--- src/rtl/svr_pkg.sv ---
// Package: shared encodings for the supervisor reset generator.
// Assumes: hold_sel codes are fixed by the top-level port contract.
package svr_pkg;

    typedef enum logic [1:0] {
        HOLD_SHORT = 2'b00,
        HOLD_MID   = 2'b01,
        HOLD_LONG  = 2'b10,
        HOLD_OFF   = 2'b11
    } hold_sel_e;

    localparam int CAUSE_MAIN = 0;
    localparam int CAUSE_MAN  = 1;
    localparam int CAUSE_AUX  = 2;
    localparam int CAUSE_W    = 3;

endpackage

--- src/rtl/svr_debounce.sv ---
// Module: svr_debounce
// Synchronizes an asynchronous active-low button pin with two flops.
// It accepts a new level only after the synchronized pin has held it
// for 2^DB_LOG2 consecutive cycles.
// Assumes: the released (high) level is the start-up value.
module svr_debounce #(
    parameter int DB_LOG2 = 10
) (
    input  logic clk,
    input  logic rst_n,
    input  logic raw_i,
    output logic level_o
);
    localparam int CW = (DB_LOG2 < 1) ? 1 : DB_LOG2;
    localparam logic [CW-1:0] LAST = {CW{1'b1}};

    logic [1:0]    sync_q;
    logic [CW-1:0] cnt_q;
    logic          level_q;

    // Two-flop synchronizer for the raw pin.
    always_ff @(posedge clk) begin
        if (!rst_n) sync_q <= 2'b11;
        else        sync_q <= {sync_q[0], raw_i};
    end

    // Stability counter; the level is taken when the counter completes.
    always_ff @(posedge clk) begin
        if (!rst_n) begin
            cnt_q   <= '0;
            level_q <= 1'b1;
        end else if (sync_q[1] == level_q) begin
            cnt_q <= '0;
        end else if (cnt_q == LAST) begin
            cnt_q   <= '0;
            level_q <= sync_q[1];
        end else begin
            cnt_q <= cnt_q + 1'b1;
        end
    end

    assign level_o = level_q;

    // an accepted level is always the one the synchronizer showed.
    assert_level_from_sync_R6: assert property (@(posedge clk) disable iff (!rst_n)
        !$stable(level_q) |-> ($past(sync_q[1]) == level_q));

endmodule

--- src/rtl/svr_hold_timer.sv ---
// Module: svr_hold_timer
// Stretches a cause signal. held_o rises on the edge after the cause
// is seen and falls after the cause has been absent for the selected
// number of edges.
// Assumes: all LOG parameters are between 1 and 31; code HOLD_OFF
// disables the stretch.
module svr_hold_timer
    import svr_pkg::*;
#(
    parameter int LOG_A = 12,
    parameter int LOG_B = 16,
    parameter int LOG_C = 20
) (
    input  logic       clk,
    input  logic       rst_n,
    input  logic       cause_i,
    input  logic [1:0] sel_i,
    output logic       held_o
);
    localparam int MAX_AB = (LOG_A > LOG_B) ? LOG_A : LOG_B;
    localparam int CW     = (MAX_AB > LOG_C) ? MAX_AB : LOG_C;
    localparam logic [CW-1:0] LAST_A = CW'((64'd1 << LOG_A) - 64'd1);
    localparam logic [CW-1:0] LAST_B = CW'((64'd1 << LOG_B) - 64'd1);
    localparam logic [CW-1:0] LAST_C = CW'((64'd1 << LOG_C) - 64'd1);

    logic [CW-1:0] cnt_q;
    logic [CW-1:0] last_cnt;
    logic          held_q;
    logic          en;

    // Decode the select into the final count value.
    always_comb begin
        en = 1'b1;
        unique case (hold_sel_e'(sel_i))
            HOLD_SHORT: last_cnt = LAST_A;
            HOLD_MID:   last_cnt = LAST_B;
            HOLD_LONG:  last_cnt = LAST_C;
            default: begin
                last_cnt = LAST_A;
                en       = 1'b0;
            end
        endcase
    end

    // Hold state and quiet-cycle counter.
    always_ff @(posedge clk) begin
        if (!rst_n) begin
            held_q <= 1'b1;
            cnt_q  <= '0;
        end else if (!en) begin
            held_q <= 1'b0;
            cnt_q  <= '0;
        end else if (cause_i) begin
            held_q <= 1'b1;
            cnt_q  <= '0;
        end else if (held_q) begin
            if (cnt_q == last_cnt) begin
                held_q <= 1'b0;
                cnt_q  <= '0;
            end else begin
                cnt_q <= cnt_q + 1'b1;
            end
        end
    end

    assign held_o = held_q;

    // an enabled cause always arms the hold on the next edge.
    assert_hold_arms_R2: assert property (@(posedge clk) disable iff (!rst_n)
        (cause_i && en) |=> held_q);

    // the hold never ends in a cycle where an enabled cause was seen.
    assert_hold_ends_quiet_R5: assert property (@(posedge clk) disable iff (!rst_n)
        $fell(held_q) |-> $past(!cause_i || !en));

endmodule

--- src/rtl/svr_fault_log.sv ---
// Module: svr_fault_log
// Sticky record of which reset causes have been active. A clear
// strobe empties it, but a cause that is active in the same cycle
// keeps its bit.
// Assumes: each source bit is a synchronous level.
module svr_fault_log
    import svr_pkg::*;
(
    input  logic               clk,
    input  logic               rst_n,
    input  logic               clr_i,
    input  logic [CAUSE_W-1:0] src_i,
    output logic [CAUSE_W-1:0] cause_o
);
    logic [CAUSE_W-1:0] cause_q;

    // Accumulate active sources; clear takes effect below the set.
    always_ff @(posedge clk) begin
        if (!rst_n) cause_q <= '0;
        else        cause_q <= (clr_i ? '0 : cause_q) | src_i;
    end

    assign cause_o = cause_q;

    for (genvar b = 0; b < CAUSE_W; b++) begin : g_bit_chk
        // an active source is recorded on the next edge.
        assert_src_recorded_R11: assert property (@(posedge clk) disable iff (!rst_n)
            src_i[b] |=> cause_q[b]);
        // a recorded bit stays set unless cleared.
        assert_bit_sticky_R11: assert property (@(posedge clk) disable iff (!rst_n)
            ($past(cause_q[b]) && !$past(clr_i)) |-> cause_q[b]);
    end

endmodule

--- src/rtl/svr_top.sv ---
// Module: svr_top
// Supervisor reset generator. It combines a main supply flag and a
// debounced push-button into one reset, stretches that reset by a
// selectable hold, passes the supply flags through undelayed and logs
// the causes.
// Assumes: supply flags are already synchronous to clk.
module svr_top
    import svr_pkg::*;
#(
    parameter int DB_LOG2     = 10,
    parameter int HOLD_LOG2_A = 12,
    parameter int HOLD_LOG2_B = 16,
    parameter int HOLD_LOG2_C = 20
) (
    input  logic       clk,
    input  logic       rst_n,
    input  logic       main_ok,
    input  logic       aux1_ok,
    input  logic       aux2_ok,
    input  logic       mr_n_raw,
    input  logic [1:0] hold_sel,
    input  logic       fault_clr,
    output logic       sys_rst,
    output logic       sys_rst_n,
    output logic       early_low_n,
    output logic       aux1_fail_n,
    output logic       aux2_fail_n,
    output logic [2:0] fault_cause
);
    logic               mr_level;
    logic               mr_active;
    logic               main_fault;
    logic               cause_any;
    logic               held;
    logic [CAUSE_W-1:0] src_vec;

    svr_debounce #(.DB_LOG2(DB_LOG2)) u_debounce (
        .clk     (clk),
        .rst_n   (rst_n),
        .raw_i   (mr_n_raw),
        .level_o (mr_level)
    );

    // Combine the reset causes.
    always_comb begin
        mr_active  = ~mr_level;
        main_fault = ~main_ok;
        cause_any  = main_fault | mr_active;
    end

    svr_hold_timer #(
        .LOG_A (HOLD_LOG2_A),
        .LOG_B (HOLD_LOG2_B),
        .LOG_C (HOLD_LOG2_C)
    ) u_hold (
        .clk     (clk),
        .rst_n   (rst_n),
        .cause_i (cause_any),
        .sel_i   (hold_sel),
        .held_o  (held)
    );

    // Cause vector in the register's bit order.
    always_comb begin
        src_vec             = '0;
        src_vec[CAUSE_MAIN] = main_fault;
        src_vec[CAUSE_MAN]  = mr_active;
        src_vec[CAUSE_AUX]  = ~aux1_ok | ~aux2_ok;
    end

    svr_fault_log u_log (
        .clk     (clk),
        .rst_n   (rst_n),
        .clr_i   (fault_clr),
        .src_i   (src_vec),
        .cause_o (fault_cause)
    );

    // Output drive: an immediate cause or the stretch; passthrough flags.
    always_comb begin
        sys_rst     = cause_any | held;
        sys_rst_n   = ~sys_rst;
        early_low_n = main_ok;
        aux1_fail_n = aux1_ok;
        aux2_fail_n = aux2_ok;
    end

endmodule

--- config.mk ---
export PLATFORM = sky130hd
export DESIGN_NAME = svr_top
export DESIGN_NICKNAME = d
export VERILOG_FILES = /design/src/rtl/svr_pkg.sv /design/src/rtl/svr_debounce.sv /design/src/rtl/svr_hold_timer.sv /design/src/rtl/svr_fault_log.sv /design/src/rtl/svr_top.sv
export SDC_FILE = /design/constraint.sdc
export NUM_CORES = 1
export LEC_CHECK = 0
export CAP_MARGIN = 15
export CELL_PAD_IN_SITES_DETAIL_PLACEMENT = 1
export CELL_PAD_IN_SITES_GLOBAL_PLACEMENT = 2
export CORE_MARGIN = 3
export CORE_UTILIZATION = 37
export DETAILED_ROUTE_END_ITERATION = 8
export GPL_TIMING_DRIVEN = 0
export HOLD_SLACK_MARGIN = 0.12
export PLACE_DENSITY = 0.83
export SLEW_MARGIN = 40
export SYNTH_ARGS = -nofsm -noshare
export SYNTH_HDL_FRONTEND = slang
export SYNTH_SLANG_ARGS = --single-unit
--- constraint.sdc ---
create_clock -name clk -period 2.85 [get_ports clk]
set_clock_uncertainty 0.05 [all_clocks]
set_input_delay 0.285 -clock clk [delete_from_list [all_inputs] [get_ports clk]]
set_output_delay 0.285 -clock clk [all_outputs]
set_load 0.1 [all_outputs]
==> results of run 1 <==
==> per-stage QoR <==
| step | setup slack (ns) | total power [mW] | hold slack (ns) | cell area [um^2] | std cells |
|---|---|---|---|---|---|
| 2_1_floorplan | 0.310 | 0.601 | 0.297 | 1720 | 192 |
| 3_3_place_gp | 0.360 | 0.629 | 0.352 | 1940 | 260 |
| 3_5_place_dp | 0.492 | 0.626 | 0.367 | 1900 | 260 |
| 4_1_cts | 0.457 | 0.981 | 0.387 | 1980 | 268 |
| 5_1_grt | 0.250 | 1.00 | 0.396 | 1980 | 268 |
| 6_report | 0.472 | 0.961 | 0.377 | 1980 | 268 |
==> how the worst min path moves through the flow <==
stage | endpoint | start | cells after the start | slack (ns)
2_1_floorplan | u_debounce.level_o$_SDFFE_PN1P_ | rst_n | 1 | 0.30
3_3_place_gp | u_debounce.sync_q[1]$_SDFF_PN1_ | u_debounce.sync_q[0]$_SDFF_PN1_ | 1 | 0.35
3_5_place_dp | u_debounce.sync_q[1]$_SDFF_PN1_ | u_debounce.sync_q[0]$_SDFF_PN1_ | 1 | 0.37
4_1_cts | u_debounce.sync_q[1]$_SDFF_PN1_ | u_debounce.sync_q[0]$_SDFF_PN1_ | 1 | 0.39
5_1_grt | u_debounce.sync_q[1]$_SDFF_PN1_ | u_debounce.sync_q[0]$_SDFF_PN1_ | 1 | 0.40
6_report | u_debounce.sync_q[1]$_SDFF_PN1_ | u_debounce.sync_q[0]$_SDFF_PN1_ | 1 | 0.38
==> final cells by class <==
type	count	share of cell area, %
multi-input cells	141	45.5
clock buffers	6	3.66
clock inverters	2	0.504
repair buffers	16	6.05
inverters	6	1.13
well taps	52	3.28
flip-flops and latches	37	37.3
plain buffers	8	2.59
==> power by group through the flow <==
stage                     logic [mW]  clock network [mW]  registers, mW
after floorplan               0.0491                   0          0.552
after global placement        0.0903                   0          0.539
after detailed placement      0.0869                   0          0.539
after CTS                     0.0873               0.367          0.527
after global routing          0.0926               0.383          0.528
final                         0.0862               0.348          0.527
==> kinds of logic (layout without fill, tap and decap cells) <==
group / Yosys count / after routing / synth area share [%]
flip-flops: 37 / 37 / 43.1
AO/OA/AOI/OAI: 23 / 23 / 8.60
AND/OR/NAND/NOR: 92 / 92 / 29.7
buffers and inverters: 14 / 38 / 4.30
adder cells (fa/ha/maj): 4 / 4 / 2.92
XOR/XNOR: 20 / 20 / 10.2
multiplexers: 2 / 2 / 1.17
==> critical path, stage by stage (launching register included) <==
cell and delay [ns]:
dfxtp_1 0.42, ha_1 0.23, and3_1 0.27, nand4_1 0.40, nor3_4 0.49, buf_2 0.30, nor3_1 0.08
==> sequential cells by signal, summed over array words and instances (netlist names) <==
| signal | count |
|---|---|
| u_hold.cnt_q | 20 |
| u_debounce.cnt_q | 10 |
| u_log.cause_o | 3 |
| u_debounce.sync_q | 2 |
| u_debounce.level_o | 1 |
| u_hold.held_o | 1 |
==> cells in the final DEF (no fill, tap or decap), types with 2 or more instances in the layout <==
| cell type | netlist | layout |
|---|---|---|
| nand4_1 | 6 | 6 |
| xnor2_1 | 10 | 10 |
| ha_1 | 4 | 4 |
| nand3_1 | 12 | 12 |
| mux2i_1 | 2 | 2 |
| clkdlybuf4s50_1 | 0 | 8 |
| buf_2 | 2 | 10 |
| clkbuf_8 | 0 | 5 |
| nor4_1 | 3 | 3 |
| and3_1 | 3 | 3 |
| buf_4 | 3 | 3 |
| nand2b_1 | 5 | 5 |
| or3_1 | 9 | 9 |
| nor2_1 | 15 | 15 |
| o31ai_1 | 2 | 2 |
| nand2_1 | 15 | 15 |
| dfxtp_1 | 37 | 37 |
| clkinv_2 | 0 | 2 |
| or4_1 | 2 | 2 |
| a211oi_1 | 6 | 6 |
| o21ai_0 | 8 | 8 |
| nor3_1 | 14 | 14 |
| clkbuf_1 | 2 | 3 |
| a21oi_1 | 4 | 4 |
| xor2_1 | 10 | 10 |
| inv_1 | 6 | 6 |
==> routing by layer <==
metal	vias up	GRT usage, %	share of wire (%)
li1	721	-	-
met1	719	19.6	47
met2	19	27.6	48
met3	7	3.78	3.6
met4	0	7.24	1.8
met5	-	0	0
==> results.py, run 1 <==
metrics = {
    "final_layout": {
        "final_core_util_pct": 45.0,
        "nFillCells": 532,
        "multi_input_area_um2": 902,
        "areaGrowthSynthToFinish_pct": 15.6,
        "drive_gt1_share_pct": 12.5,
        "ff_latch_area_um2": 741,
        "n_antenna_cell": 0,
        "nNetsFinal": 228,
    },
    "sta": {
        "post-route-period-util_pct": 83.4,
        "worst_pin_slew_ns": 0.489,
        "finalSetupViolCount": 0,
        "rsz0062_at_grt": "no",
        "clock.fmax_mhz": 420,
        "slew_violations": 0,
        "fin_tns_setup_ns": 0,
        "min_period_ns": 2.38,
        "relSlewSlack_pct": 67.6,
        "hold_violations": 0,
    },
    "drt": {
        "ant_nets": 0,
        "drt_iter0_markers": 53,
        "vias_per_cell": 5.47,
        "wire_per_inst_um": 14.6,
        "drc": 0,
        "drt_pass1_iterations": 4,
        "finalWirelength_um": 3920,
        "num_vias": 1466,
    },
    "global_routing": {
        "grt_antenna_before_repair": 0,
        "grt_max_degree": 12,
        "grtUsageTotal_pct": 16.3,
        "grt_pass1_vias": 1527,
        "grt_overflow": 0,
        "grt_pass1_wl_um": 6920,
    },
    "synthesis": {
        "synth_top_area_share_pct": 43.1,
        "synth-edff-count": 0,
        "synth.distinct_cells": 35,
        "yosysWarningCount": 0,
        "yosys.area.top_type": "dfxtp_1",
        "synthTopCellsByArea": "dfxtp_1 43%, xnor2_1 5.1%, xor2_1 5.1%, nor3_1 4.1%, nand3_1 3.5%",
        "ys_top_cells_by_count": "37 x dfxtp_1, 15 x nand2_1, 15 x nor2_1",
        "syn_area_per_cell_um2": 8.94,
        "synth_fp_nets": 205,
        "ys_ff_latch": 37,
        "async_flop_share_pct": 0,
        "synth_flop_cell": "dfxtp_1",
        "syn_inst": 192,
        "yosysMostFrequentCell": "dfxtp_1",
        "seq_area_frac_synth_pct": 43.1,
        "syn-cell-area_mm2": 0.00172,
    },
    "critical_path": {
        "rr_endpoint": "u_hold.cnt_q[4]$_SDFFE_PP0P_",
        "start_kind": "register",
        "crit-reg2reg-launch": "u_hold.cnt_q[1]$_SDFFE_PP0P_",
        "rr_worst_depth": 6,
        "cp_max_fo": 10,
        "end_kind": "register",
        "required_ns": 2.95,
        "worst-setup-path-type": "reg2reg",
        "critPathCapture": "u_hold.cnt_q[4]$_SDFFE_PP0P_",
        "r2r_setup_slack_ns": 0.47,
        "crit_arrival_ns": 2.48,
        "crit_path_start": "u_hold.cnt_q[1]$_SDFFE_PP0P_",
    },
    "die": {
        "io_pins": 17,
        "fp.dieH_um": 74.1,
        "die-area_mm2": 0.00549,
        "die_x_um": 74.1,
        "start_util_pct": 38.9,
        "rows": 24,
        "core_area_mm2": 0.00441,
    },
    "pwr": {
        "power_frac_clock_pct": 36.2,
        "seq_power_share_pct": 54.9,
        "p_int_mw": 0.719,
        "p_switching_mw": 0.243,
        "swShare_pct": 25.2,
        "p_comb_share_pct": 9.0,
        "vdd_drop_max_uv": 209,
        "power_density_mw_per_mm2": 485,
        "p_leak_nw": 0.678,
    },
    "run_status": {
        "status": "complete, no violations",
    },
    "clock_tree": {
        "clk_path_buf_depth": 2,
        "holdBufCountCts": 0,
        "clock_sinks": 37,
        "cts_setup_buffers": 0,
        "numCtsBuffers": 5,
        "worstSkewPairLatency_ns": 0.29,
        "cts.htree.levels": 2,
        "cts_resized": 0,
        "cts_root_buf": "clkbuf_8",
        "clkTransAtPathRegs_ns": 0.07,
        "cts_tree": "yes",
    },
    "place": {
        "place_congestion": 0.776,
        "hpwl_um": 2910,
        "port_buffers": 16,
    },
    "job": {
        "drv_cap": 0,
    },
    "min_path": {
        "hold_path.class": "reg2reg",
    },
}
(Power assumes the default switching activity.)
==> run 2: changes to the inputs <==
--- a/config.mk
+++ b/config.mk
@@ -9,11 +9,11 @@
 export CELL_PAD_IN_SITES_DETAIL_PLACEMENT = 1
 export CELL_PAD_IN_SITES_GLOBAL_PLACEMENT = 2
 export CORE_MARGIN = 3
-export CORE_UTILIZATION = 37
+export CORE_UTILIZATION = 31
 export DETAILED_ROUTE_END_ITERATION = 8
 export GPL_TIMING_DRIVEN = 0
 export HOLD_SLACK_MARGIN = 0.12
-export PLACE_DENSITY = 0.83
+export PLACE_DENSITY = 0.74
 export SLEW_MARGIN = 40
 export SYNTH_ARGS = -nofsm -noshare
 export SYNTH_HDL_FRONTEND = slang
==> constraint.sdc (replaced) <==
create_clock -name clk -period 1.95 [get_ports clk]
set_clock_uncertainty 0.05 [all_clocks]
set_input_delay 0.195 -clock clk [delete_from_list [all_inputs] [get_ports clk]]
set_output_delay 0.195 -clock clk [all_outputs]
set_load 0.1 [all_outputs]
==> run 2 against run 1 <==
Effect of this change:
- total power increased by 76%
- register-to-register slack worse by 0.45 ns
- die area rose by 18%
- critical path depth is 1 lower
- via count is 1.4% lower
- highest routed layer unchanged
- setup slack got worse by 0.45 ns
- critical path type unchanged
- first-iteration DRC count is 11% higher
- non-clock buffer count up 3
- core utilization decreased by 4.1 points
- global-route usage fell by 2.3 points
- clock power is 130% higher
- fmax up 24%
==> results.py, run 2 (synthesized netlist as in run 1, its figures left out) <==
metrics = {
    "run_status": {
        "status": "complete, no violations",
    },
    "clock_tree": {
        "worstSkewPairLatency_ns": 0.30,
        "numCtsBuffers": 5,
        "clock_sinks": 37,
        "clk_path_buf_depth": 2,
        "cts.htree.levels": 2,
        "clkTransAtPathRegs_ns": 0.08,
        "holdBufCountCts": 0,
        "cts_tree": "yes",
        "cts_root_buf": "clkbuf_8",
    },
    "pwr": {
        "power_density_mw_per_mm2": 788,
        "totalPowerFinal_mw": 1.69,
        "p_leak_nw": 0.723,
        "vdd_drop_max_uv": 330,
    },
    "final_layout": {
        "largest_reg_flops": 20,
        "areaGrowthSynthToFinish_pct": 24.7,
        "nFillCells": 627,
        "nNetsFinal": 231,
        "finalInstanceArea_mm2": 0.00214,
        "final_core_util_pct": 40.9,
        "final_common_cell": "dfxtp_1",
        "n_antenna_cell": 0,
        "drive_gt1_share_pct": 21.5,
        "top_register": "u_hold.cnt_q",
        "mostFrequentLayoutCells": "28 x dfxtp_1, 15 x nand2_1, 15 x nor2_1",
    },
    "die": {
        "start_util_pct": 32.8,
        "die-area_mm2": 0.00647,
        "die_x_um": 80.4,
        "rows": 26,
        "io_pins": 17,
        "fp.dieH_um": 80.4,
        "core_area_mm2": 0.00524,
    },
    "drt": {
        "vias_per_cell": 5.00,
        "wire_per_inst_um": 14.7,
        "drt_pass1_iterations": 4,
        "num_vias": 1446,
        "drc": 0,
        "finalWirelength_um": 4240,
        "ant_nets": 0,
        "drt_iter0_markers": 59,
    },
    "place": {
        "placed_area_mm2": 0.00193,
        "place_congestion": 0.759,
        "hpwl_um": 3060,
        "port_buffers": 16,
    },
    "critical_path": {
        "end_kind": "register",
        "cp_max_fo": 8,
        "crit_path_start": "u_hold.cnt_q[5]$_SDFFE_PP0P_",
        "crit-reg2reg-launch": "u_hold.cnt_q[5]$_SDFFE_PP0P_",
        "worst-setup-path-type": "reg2reg",
        "crit_arrival_ns": 2.09,
        "start_kind": "register",
        "required_ns": 2.11,
    },
    "sta": {
        "relSlewSlack_pct": 66.0,
        "worst_pin_slew_ns": 0.511,
        "min_period_ns": 1.93,
        "whs_ns": 0.376,
        "post-route-period-util_pct": 98.7,
        "hold_violations": 0,
        "clock.fmax_mhz": 519,
        "finalSetupViolCount": 0,
        "fin_tns_setup_ns": 0,
        "slew_violations": 0,
    },
    "global_routing": {
        "grt_pass1_wl_um": 6950,
        "grtUsageTotal_pct": 13.9,
        "grt_pass1_vias": 1484,
        "grt_overflow": 0,
        "grt_antenna_before_repair": 0,
        "grt_max_degree": 13,
    },
    "min_path": {
        "hold_start": "u_debounce.sync_q[0]$_SDFF_PN1_",
        "hold_path.class": "reg2reg",
    },
    "job": {
        "drv_cap": 0,
    },
}
==> run 2: changes by cell type in the layout (fill, tap and decap cells not counted), moves of 2 or more <==
| cell | before | now |
|---|---|---|
| dfxtp_4 | 0 | 3 |
| dfxtp_2 | 0 | 6 |
| bufinv_16 | 0 | 2 |
| a211oi_2 | 1 | 3 |
| a211oi_1 | 6 | 4 |
| dfxtp_1 | 37 | 28 |
| buf_4 | 3 | 7 |
==> run 2: layout make-up <==
class / instances / area (um^2) / share of cell area, %
multi-input combinational: 141 / 937 / 43.8
buffer: 8 / 53.8 / 2.51
sequential: 37 / 759 / 35.5
inverter: 6 / 26.3 / 1.23
tap: 70 / 87.6 / 4.09
clock buffer: 5 / 68.8 / 3.21
clock inverter: 3 / 65.1 / 3.04
timing repair buffer: 19 / 143 / 6.66
==> run 2: power by group <==
group	total, mW	leakage [nW]	internal [mW]	switching, mW
registers	0.768	0.304	0.760	0.00750
clock network	0.791	0.0681	0.508	0.283
logic	0.129	0.351	0.0401	0.0891
==> run 2: worst max-delay path, stage by stage (launching register included) <==
cell and delay [ns]:
dfxtp_2 0.38, nand4_4 0.12, or4_4 0.53, buf_4 0.18, or3_1 0.34, a211oi_2 0.24
==> run 2: per-layer routing <==
layer / track usage, % / part of all wire [%]
met3: 4.37 / 5.0
met1: 17.6 / 47
met4: 4.56 / 1.3
met2: 22.4 / 47
met5: 0 / 0
==> run 2: path summary, 6_finish.rpt <==
check / slack [ns] / cells past startpoint / end
hold / removal: 0.38 / 1 / u_debounce.sync_q[1]$_SDFF_PN1_
setup / recovery: 0.02 / 5 / u_hold.cnt_q[13]$_SDFFE_PP0P_
hold reg to reg: 0.38 / 1 / u_debounce.sync_q[1]$_SDFF_PN1_
setup reg to reg: 0.02 / 5 / u_hold.cnt_q[13]$_SDFFE_PP0P_
==> run 2: what timing repair did <==
| item | 4_1_cts | 5_1_grt |
|---|---|---|
| pin swaps | 2 | 0 |
| setup endpoints to repair | 18 | 20 |
| gates resized for setup | 5 | 15 |
| gates cloned | 0 | 0 |
| setup buffers | 3 | 0 |
==> run 2: metrics by stage <==
stage,setup WS [ns],instances
after global routing,-0.0516,289
after CTS,0.00415,289
after detailed placement,-0.438,278
after floorplan,0.0790,192
after global placement,-0.382,278
final,0.0246,289
==> run 3: changes to the inputs <==
--- a/config.mk
+++ b/config.mk
@@ -14,7 +14,7 @@
 export GPL_TIMING_DRIVEN = 0
 export HOLD_SLACK_MARGIN = 0.12
 export PLACE_DENSITY = 0.74
-export SLEW_MARGIN = 40
+export SLEW_MARGIN = 0
 export SYNTH_ARGS = -nofsm -noshare
 export SYNTH_HDL_FRONTEND = slang
 export SYNTH_SLANG_ARGS = --single-unit
==> run 3 against run 2 <==
Effect of this change:
- first-iteration DRC count fell by 10%
- wire length decreased by 1.5%
- critical path depth fell by 2
- global-route usage down 0.22 points
- combinational power about the same
- non-clock buffer count up 3
- fmax increased by 2.2%
- sequential power about the same
- register-to-register slack improved by 0.07 ns
- hold slack got worse by 0.0031 ns
- sequential share of layout area is essentially flat
- largest power group is now sequential cells
- final area rose by 0.88%
==> results.py, run 3 (synthesized netlist as in run 1, its figures left out) <==
metrics = {
    "die": {
        "die-area_mm2": 0.00647,
        "io_pins": 17,
        "start_util_pct": 32.8,
        "fp.dieH_um": 80.4,
        "core_area_mm2": 0.00524,
        "die_x_um": 80.4,
        "rows": 26,
    },
    "pwr": {
        "p_leak_nw": 0.731,
        "power_density_mw_per_mm2": 651,
        "vdd_drop_max_uv": 231,
        "totalPowerFinal_mw": 1.40,
    },
    "critical_path": {
        "rr_endpoint": "u_hold.cnt_q[19]$_SDFFE_PP0P_",
        "rr_worst_depth": 5,
        "crit_arrival_ns": 1.64,
        "required_ns": 1.70,
        "crit-reg2reg-launch": "u_hold.cnt_q[6]$_SDFFE_PP0P_",
        "start_kind": "input port",
        "cp_max_fo": 2,
        "r2r_setup_slack_ns": 0.09,
        "end_kind": "output pin",
        "crit_path_start": "aux1_ok",
        "worst-setup-path-type": "in2out",
    },
    "job": {
        "drv_cap": 0,
    },
    "final_layout": {
        "nNetsFinal": 234,
        "drive_gt1_share_pct": 20.3,
        "areaGrowthSynthToFinish_pct": 25.8,
        "n_antenna_cell": 0,
        "largest_reg_flops": 20,
        "mostFrequentLayoutCells": "27 x dfxtp_1, 15 x nand2_1, 15 x nor2_1",
        "layoutNonFillerInstCount": 292,
        "top_register": "u_hold.cnt_q",
        "final_core_util_pct": 41.2,
        "final_common_cell": "dfxtp_1",
        "nFillCells": 614,
        "finalInstanceArea_mm2": 0.00216,
    },
    "drt": {
        "finalWirelength_um": 4180,
        "num_vias": 1465,
        "drt_pass1_iterations": 3,
        "wire_per_inst_um": 14.3,
        "ant_nets": 0,
        "vias_per_cell": 5.02,
        "drt_iter0_markers": 53,
        "drc": 0,
    },
    "place": {
        "port_buffers": 16,
        "hpwl_um": 3060,
        "placed_cells": 278,
        "placed_area_mm2": 0.00197,
        "place_congestion": 0.759,
        "dp_slack_ns": -0.436,
    },
    "min_path": {
        "hold_start": "u_debounce.sync_q[0]$_SDFF_PN1_",
        "worstHoldEndpoint": "u_debounce.sync_q[1]$_SDFF_PN1_",
        "min_delay_path_depth": 1,
        "hold_path.class": "reg2reg",
    },
    "clock_tree": {
        "clk_path_buf_depth": 2,
        "cts.htree.levels": 2,
        "cts_tree": "yes",
        "clock_sinks": 37,
        "cts_root_buf": "clkbuf_8",
        "holdBufCountCts": 0,
        "clkTransAtPathRegs_ns": 0.07,
        "numCtsBuffers": 5,
        "worstSkewPairLatency_ns": 0.29,
    },
    "sta": {
        "slew_violations": 0,
        "clock.fmax_mhz": 531,
        "post-route-period-util_pct": 96.6,
        "hold_violations": 0,
        "fin_tns_setup_ns": 0,
        "whs_ns": 0.373,
        "worst_slack_ns": 0.0661,
        "min_period_ns": 1.88,
        "rsz0062_at_grt": "no",
        "finalSetupViolCount": 0,
        "relSlewSlack_pct": 36.0,
        "worst_pin_slew_ns": 0.965,
    },
    "run_status": {
        "status": "complete, no violations",
    },
    "global_routing": {
        "grt_max_degree": 12,
        "grt_pass1_vias": 1492,
        "grt_pass1_wl_um": 6820,
        "grt_antenna_before_repair": 0,
        "grtUsageTotal_pct": 13.7,
        "grt_overflow": 0,
    },
}
run 3: cell types whose count changed in the layout (fill, tap and decap cells not counted), sizes merged:
cell / previous run / this run
clkinv: 1 / 2
dlygate4sd2: 0 / 5
clkdlybuf4s15: 0 / 3
buf: 17 / 12
clkbuf: 7 / 8
bufinv: 2 / 0
run 3: how the worst max path moves through the flow:
stage | end | slack [ns]
floorplan | u_hold.cnt_q[10]$_SDFFE_PP0P_ | 0.08
global route | u_hold.cnt_q[14]$_SDFFE_PP0P_ | 0.005
global placement | sys_rst_n | -0.38
finish | aux1_fail_n | 0.07
detailed placement | u_hold.cnt_q[9]$_SDFFE_PP0P_ | -0.44
CTS | u_hold.cnt_q[19]$_SDFFE_PP0P_ | 0.002
run 3: area by class of cell:
type | instances | area (um^2) | share of cell area (%)
flip-flops and latches | 37 | 766 | 35.5
clock buffers | 6 | 72.6 | 3.36
plain buffers | 8 | 57.6 | 2.67
inverters | 6 | 26.3 | 1.22
repair buffers | 22 | 203 | 9.39
clock inverters | 2 | 10.0 | 0.463
well taps | 70 | 87.6 | 4.06
multi-input cells | 141 | 937 | 43.4
run 3: routing by layer:
metal	global-route usage (%)	vias up	wire (um)
li1	-	737	-
met1	16.2	700	1930
met2	23.4	22	1990
met3	4.82	6	207
met4	3.55	0	50
met5	0	-	0
run 3: worst max-delay path: stages:
cell,delay (ns)
clkdlybuf4s50_1,0.49
buf_4,0.11
dlygate4sd2_1,0.84
run 3: power by group:
group / total [mW] / internal (mW) / switching [mW] / leakage, nW
clock network: 0.508 / 0.247 / 0.261 / 0.0450
logic: 0.132 / 0.0427 / 0.0895 / 0.381
registers: 0.765 / 0.758 / 0.00720 / 0.305
run 3: what timing repair did:
item	CTS	global route
setup endpoints to repair	26	20
pin swaps	2	0
setup buffers	3	3
resized for setup	19	19
cloned	0	0
